--- src/rtl/rstseq_pkg.sv ---
// Package: shared cause encoding for the reset sequencer.
// Assumes five reset sources; bit positions are visible to software.
package rstseq_pkg;
    localparam int CAUSE_PIN = 0;
    localparam int CAUSE_SW  = 1;
    localparam int CAUSE_KEY = 2;
    localparam int CAUSE_WDT = 3;
    localparam int CAUSE_OSC = 4;
    localparam int NUM_CAUSES = 5;
    typedef logic [NUM_CAUSES-1:0] cause_t;
endpackage

--- src/rtl/rstseq_src_decode.sv ---
// Module: turns raw reset sources into a per-cycle request vector.
// Synchronizes the pad level and detects its falling edge. It also
// decodes the software opcode, the power-mode key and the gated
// oscillator request. Assumes the internal requests are one-cycle
// pulses already in the clk domain.
module rstseq_src_decode
    import rstseq_pkg::*;
#(
    parameter int         SYNC_STAGES = 2,
    parameter logic [7:0] OP_RESET    = 8'hFF,
    parameter logic [7:0] KEY_IDLE    = 8'h01,
    parameter logic [7:0] KEY_PDOWN   = 8'h02
) (
    input  logic       clk,
    input  logic       rst_n,
    input  logic       ext_pin_n,
    input  logic       op_valid,
    input  logic [7:0] op_code,
    input  logic       pm_valid,
    input  logic [7:0] pm_key,
    input  logic       wdt_ovf,
    input  logic       osc_fail,
    input  logic       osc_en,
    output logic       pin_lvl_n,
    output cause_t     src
);
    logic [SYNC_STAGES-1:0] sync_q;
    logic                   pin_prev_q;
    logic                   key_legal;

    // Synchronizer chain for the asynchronous pad level (idle high).
    always_ff @(posedge clk) begin
        if (!rst_n) sync_q <= '1;
        else        sync_q <= {sync_q[SYNC_STAGES-2:0], ext_pin_n};
    end

    // Previous synchronized level for falling-edge detection.
    always_ff @(posedge clk) begin
        if (!rst_n) pin_prev_q <= 1'b1;
        else        pin_prev_q <= pin_lvl_n;
    end

    assign pin_lvl_n = sync_q[SYNC_STAGES-1];
    assign key_legal = (pm_key == KEY_IDLE) || (pm_key == KEY_PDOWN);

    // Build the request vector from all five sources.
    always_comb begin
        src            = '0;
        src[CAUSE_PIN] = pin_prev_q & ~pin_lvl_n;
        src[CAUSE_SW]  = op_valid & (op_code == OP_RESET);
        src[CAUSE_KEY] = pm_valid & ~key_legal;
        src[CAUSE_WDT] = wdt_ovf;
        src[CAUSE_OSC] = osc_fail & osc_en;
    end
endmodule

--- src/rtl/rstseq_pulse_timer.sv ---
// Module: fixed-length pull-down generator.
// A start restarts a prescaler and a state-time counter. The pull stays
// on for STATE_TIMES * CLKS_PER_STATE clocks after the last start.
// Assumes CLKS_PER_STATE >= 2 and STATE_TIMES >= 2.
module rstseq_pulse_timer #(
    parameter int STATE_TIMES    = 16,
    parameter int CLKS_PER_STATE = 2
) (
    input  logic clk,
    input  logic rst_n,
    input  logic start,
    output logic pull
);
    localparam int PH_W  = $clog2(CLKS_PER_STATE);
    localparam int CNT_W = $clog2(STATE_TIMES);
    localparam logic [PH_W-1:0]  PH_LAST  = PH_W'(CLKS_PER_STATE - 1);
    localparam logic [CNT_W-1:0] CNT_LAST = CNT_W'(STATE_TIMES - 1);

    logic [PH_W-1:0]  phase_q;
    logic [CNT_W-1:0] st_cnt_q;
    logic             tick;

    assign tick = (phase_q == PH_LAST);

    // Prescale clocks into state times and count them while pulling.
    always_ff @(posedge clk) begin
        if (!rst_n) begin
            pull     <= 1'b0;
            phase_q  <= '0;
            st_cnt_q <= '0;
        end else if (start) begin
            pull     <= 1'b1;
            phase_q  <= '0;
            st_cnt_q <= '0;
        end else if (pull) begin
            phase_q <= tick ? '0 : phase_q + 1'b1;
            if (tick) begin
                if (st_cnt_q == CNT_LAST) pull     <= 1'b0;
                else                      st_cnt_q <= st_cnt_q + 1'b1;
            end
        end
    end
endmodule

--- src/rtl/rstseq_release.sv ---
// Module: reset level, release strobe, strap capture and cause register.
// Treats own pull-down and a low pad alike as "reset active". Assumes
// the strap is stable around the release edge.
module rstseq_release
    import rstseq_pkg::*;
(
    input  logic   clk,
    input  logic   rst_n,
    input  logic   pull,
    input  logic   pin_lvl_n,
    input  cause_t src,
    input  logic   strap_n,
    output logic   rst_lvl,
    output logic   rel_strobe,
    output logic   float_pins,
    output cause_t cause
);
    logic active;
    logic release_now;

    assign active      = pull | ~pin_lvl_n;
    assign release_now = rst_lvl & ~active;

    // Registered reset level and release strobe.
    always_ff @(posedge clk) begin
        if (!rst_n) begin
            rst_lvl    <= 1'b0;
            rel_strobe <= 1'b0;
        end else begin
            rst_lvl    <= active;
            rel_strobe <= release_now;
        end
    end

    // Strap captured on release, cleared by any new reset.
    always_ff @(posedge clk) begin
        if (!rst_n)           float_pins <= 1'b0;
        else if (active)      float_pins <= 1'b0;
        else if (release_now) float_pins <= ~strap_n;
    end

    // Cause register replaced by each new request set.
    always_ff @(posedge clk) begin
        if (!rst_n)     cause <= '0;
        else if (|src)  cause <= src;
    end
endmodule

--- src/rtl/mcu_reset_seq.sv ---
// Module: top of the reset sequencer.
// Merges the reset sources into one fixed-length open-drain pulse. It
// releases the core with a vector load and latches the emulation strap.
// Assumes requests arrive as one-cycle pulses on clk.
module mcu_reset_seq
    import rstseq_pkg::*;
#(
    parameter int          STATE_TIMES    = 16,
    parameter int          CLKS_PER_STATE = 2,
    parameter int          SYNC_STAGES    = 2,
    parameter logic [15:0] RESET_VECTOR   = 16'h2080,
    parameter logic [7:0]  OP_RESET       = 8'hFF,
    parameter logic [7:0]  KEY_IDLE       = 8'h01,
    parameter logic [7:0]  KEY_PDOWN      = 8'h02
) (
    input  logic        clk,
    input  logic        rst_n,
    input  logic        ext_pin_n,
    input  logic        op_valid,
    input  logic [7:0]  op_code,
    input  logic        pm_valid,
    input  logic [7:0]  pm_key,
    input  logic        wdt_overflow,
    input  logic        osc_fail,
    input  logic        osc_fail_en,
    input  logic        emu_strap_n,
    output logic        rst_pin_pull,
    output logic        sys_reset,
    output logic        vec_load,
    output logic [15:0] vec_pc,
    output logic        pins_float,
    output logic [NUM_CAUSES-1:0] reset_cause
);
    localparam int PULSE_CYC = STATE_TIMES * CLKS_PER_STATE;

    cause_t src;
    cause_t cause_q;
    logic   pin_lvl_n;
    logic   req_any;

    rstseq_src_decode #(
        .SYNC_STAGES(SYNC_STAGES), .OP_RESET(OP_RESET),
        .KEY_IDLE(KEY_IDLE), .KEY_PDOWN(KEY_PDOWN)
    ) u_dec (
        .clk(clk), .rst_n(rst_n), .ext_pin_n(ext_pin_n),
        .op_valid(op_valid), .op_code(op_code),
        .pm_valid(pm_valid), .pm_key(pm_key),
        .wdt_ovf(wdt_overflow), .osc_fail(osc_fail), .osc_en(osc_fail_en),
        .pin_lvl_n(pin_lvl_n), .src(src)
    );

    assign req_any = |src;

    rstseq_pulse_timer #(
        .STATE_TIMES(STATE_TIMES), .CLKS_PER_STATE(CLKS_PER_STATE)
    ) u_tmr (
        .clk(clk), .rst_n(rst_n), .start(req_any), .pull(rst_pin_pull)
    );

    rstseq_release u_rel (
        .clk(clk), .rst_n(rst_n), .pull(rst_pin_pull), .pin_lvl_n(pin_lvl_n),
        .src(src), .strap_n(emu_strap_n), .rst_lvl(sys_reset),
        .rel_strobe(vec_load), .float_pins(pins_float), .cause(cause_q)
    );

    assign reset_cause = cause_q;
    assign vec_pc      = RESET_VECTOR;
endmodule

--- config.mk ---
export PLATFORM = sky130hd
export DESIGN_NAME = mcu_reset_seq
export DESIGN_NICKNAME = d
export VERILOG_FILES = /design/src/rtl/rstseq_pkg.sv /design/src/rtl/rstseq_src_decode.sv /design/src/rtl/rstseq_pulse_timer.sv /design/src/rtl/rstseq_release.sv /design/src/rtl/mcu_reset_seq.sv
export SDC_FILE = /design/constraint.sdc
export NUM_CORES = 1
export LEC_CHECK = 0
export BUFFER_PORTS_ARGS = -buffer_cell sky130_fd_sc_hd__clkbuf_2
export CAP_MARGIN = 15
export CORE_MARGIN = 1
export CORE_UTILIZATION = 45
export DETAILED_ROUTE_END_ITERATION = 12
export PLACE_DENSITY = 0.78
export SKIP_LAST_GASP = 1
export SYNTH_ARGS = -nofsm -noshare
export SYNTH_HDL_FRONTEND = slang
export SYNTH_HIERARCHICAL = 1
export SYNTH_SLANG_ARGS = --single-unit
--- constraint.sdc ---
create_clock -name clk -period 2.72 [get_ports clk]
set_clock_uncertainty 0.05 [all_clocks]
set_input_delay 0.136 -clock clk [delete_from_list [all_inputs] [get_ports clk]]
set_output_delay 0.136 -clock clk [all_outputs]
set_load 0.02 [all_outputs]
==> results.md <==
* Place WS at 0.845 ns
* HP Class: in2reg
* Largest stage delay, worst path at 0.51 ns
* Clock power share at 27.1%
* Slew Limit Fails at 0
* Net Sw Power at 129 µW
* Overall Global Routing Usage at 15.8%
* Max-cap viol count at 0
* Number of placed I/O pins at 50
* Async SR Flop Fraction at 0%
* Hold Path Depth at 3
* Final ANT Viol Nets at 0
* Peak supply drop at 207 µV
* Total congestion overflow at 0
* Post-synth EDFFs at 0
* CP Capture Type: flip-flop
* Diode count at 0
* Commonest cells post-synth: buf_4, dfxtp_1, nand2_1
* Sequential share of the synthesized area at 40.2%
* Power share of the sequential group at 56.0%
* Post-synthesis cell area at 846 µm²
* First-pass GRT wire length at 2300 µm
* DRT iter0 DRCs at 8
* Core area at 0.00175 mm²
* Final setup vio count at 0
* Final hold violations at 0
* Leakage at 0.462 nW
* Initial antenna violation count at 0
* Logic pwr share at 16.9%
* Critical-path top delay cell: or4_1
* CP Max Fanout at 4
* Power density over the cells at 465 mW/mm²
* Startpoint types: input pin
* Post-Route Setup TNS at 0 ns
* HPWL Detailed at 1200 µm
* CTS tree: done
* Port bufs at 33
* Signal arrival time at the worst endpoint at 1.75 ns
* Sink Count at 17
* Outcome: complete, no violations
* Area Growth Syn to Fin at 19.5%
* Vias at 732
* DRT Pass-1 Iters at 4
* RSZ-0062 raised after global routing: false
* Fin nets at 160
* Root Driver: clkbuf_4
* Vias in the first global route at 615
* Worst reg2reg path depth at 4
* Crit path kind: in2reg
* Finished Cell Area at 0.00101 mm²
* Total CTS buffers at 3
* Crit-path cells: clkbuf_2 > or4_1 > o41a_1 > or4_4 > o21ai_1
* Cell Rows at 15
* Tmin final at 1.59 ns
* Drt wl/cell at 9.32 µm
* Via/cell ratio at 4.63
* Resized cells post-CTS at 0
* Placer congestion estimate at 0.746
* Setup WS post-layout at 1.13 ns
* Switching Fraction at 27.3%
* Final hold slack at 0.0817 ns
* Placed inst area at 963 µm²
* Top cells by area, synth: dfxtp_1, buf_4, nand3b_1
* Drt drc at 0
* Util after Layout at 57.9%
* Syn. warnings at 6
* Starting Density at 48.5%
* Dominant cell type by area after synthesis: dfxtp_1
* Fmax at 629 MHz
* Worst-case clock buffer depth at 2
* Fin crit share at 58.4%
* Worst-path clk slew at 0.09 ns
* Synth unique cells at 30
* Die Ht at 45.4 µm
* Critical Path RT at 2.88 ns
* Maximum number of pins on one net before global-route repair at 18
* Mapped Cells at 98
* Yosys top cell area share at 40.2%
* Chip width at 45.4 µm
* Layout cell share with drive strength beyond 1 at 29.3%
* CTS HTree Levels at 1
* Seq cells post-synth at 17
* Routed WL at 1470 µm
* Post-route insts no fill at 158
* DP Cell Count at 152
* Internal power at 342 µW
* Die area at 0.00206 mm²
* Clock latency on the worst-skew pair at 0.28 ns
* Final Power at 471 µW
* Post-synth top flop: dfxtp_1
* Mean area per synthesized cell at 8.63 µm²
[state kept, by name (all words and copies together) (netlist names)]
| name | flops |
|---|---|
| u_rel/float_pins | 1 |
| u_dec/sync_q | 2 |
| u_rel/rel_strobe | 1 |
| u_dec/pin_prev_q | 1 |
| u_tmr/phase_q | 1 |
| u_rel/cause | 5 |
| u_rel/rst_lvl | 1 |
| u_tmr/pull | 1 |
| u_tmr/st_cnt_q | 4 |
[power by group through the flow]
stage	combinational [mW]	clock [mW]	sequential (mW)
finish	0.0793	0.128	0.264
global route	0.0877	0.144	0.265
CTS	0.0793	0.134	0.264
detailed placement	0.0769	0	0.270
global placement	0.0752	0	0.269
floorplan	0.0606	0	0.276
[layout by cell type, fill, tap and decap left out]
| cell | n |
|---|---|
| clkbuf_2 | 33 |
| dfxtp_1 | 17 |
| conb_1 | 16 |
| nand2_1 | 10 |
| nand3b_1 | 6 |
| nor2_1 | 4 |
| o21ai_1 | 4 |
| nor3_1 | 3 |
| clkbuf_4 | 3 |
| nand2b_1 | 3 |
| inv_1 | 3 |
| o21ai_0 | 3 |
| a21oi_1 | 3 |
| dlygate4sd3_1 | 2 |
| nor2b_1 | 2 |
| nand3_1 | 2 |
| xnor2_1 | 2 |
| and2_1 | 2 |
| a211oi_1 | 2 |
| clkinv_2 | 1 |
| nand4_1 | 1 |
| or4_1 | 1 |
| o41a_1 | 1 |
| or4_4 | 1 |
| o41ai_1 | 1 |
| a21boi_0 | 1 |
| and3_4 | 1 |
| or3_1 | 1 |
| a31oi_1 | 1 |
| a41oi_1 | 1 |
| a311oi_1 | 1 |
| ha_1 | 1 |
[cell type report]
| type | count | area, µm² |
|---|---|---|
| clock inverter | 1 | 5.00 |
| sequential | 17 | 340 |
| tap | 25 | 31.3 |
| timing repair buffer | 35 | 185 |
| multi-input combinational | 74 | 415 |
| inverter | 3 | 11.3 |
| fill | 164 | 734 |
| clock buffer | 3 | 22.5 |
[logic make-up (layout without fill, tap and decap cells)]
family | count (synthesis) | after routing | share of synthesized area (%)
simple gates | 37 | 37 | 24.7
buf+inv | 21 | 42 | 16.9
compound gates | 18 | 18 | 13.8
flops | 17 | 17 | 40.2
other cells | 2 | 16 | 0.888
xor+xnor | 2 | 2 | 2.07
fa+ha+maj | 1 | 1 | 1.48
[critical path, delay by kind of cell]
family	cells	cell delay, ns
and+or+nand+nor	2	0.97
AOI/OAI and AO/OA	2	0.57
buffers and inverters	1	0.07
[per-layer routing]
layer	vias to the layer above	GRT usage (%)	part of all wire, %
met5	-	0	0
met4	0	9.09	1.6
met3	2	3.60	5.8
met2	37	27.5	50
met1	313	17.6	43
li1	380	-	-
[timing repair]
action | in CTS | in global routing
buffers inserted | 0 | 0
hold endpoints to repair | 2 | 0
hold buffers | 2 | 0
endpoints found under the setup margin | 0 | 0
[worst paths after layout]
path | start | endpoint | slack (ns)
hold reg to reg | u_dec/sync_q[0]$_SDFF_PN1_ | u_dec/sync_q[1]$_SDFF_PN1_ | 0.41
setup reg to reg | u_tmr/st_cnt_q[0]$_SDFFE_PP0P_ | u_tmr/st_cnt_q[0]$_SDFFE_PP0P_ | 1.31
setup / recovery | pm_key[2] | u_rel/cause[0]$_SDFFE_PN0P_ | 1.13
hold / removal | wdt_overflow | u_rel/cause[3]$_SDFFE_PN0P_ | 0.08
No activity file was read; power rests on OpenSTA's default activity.
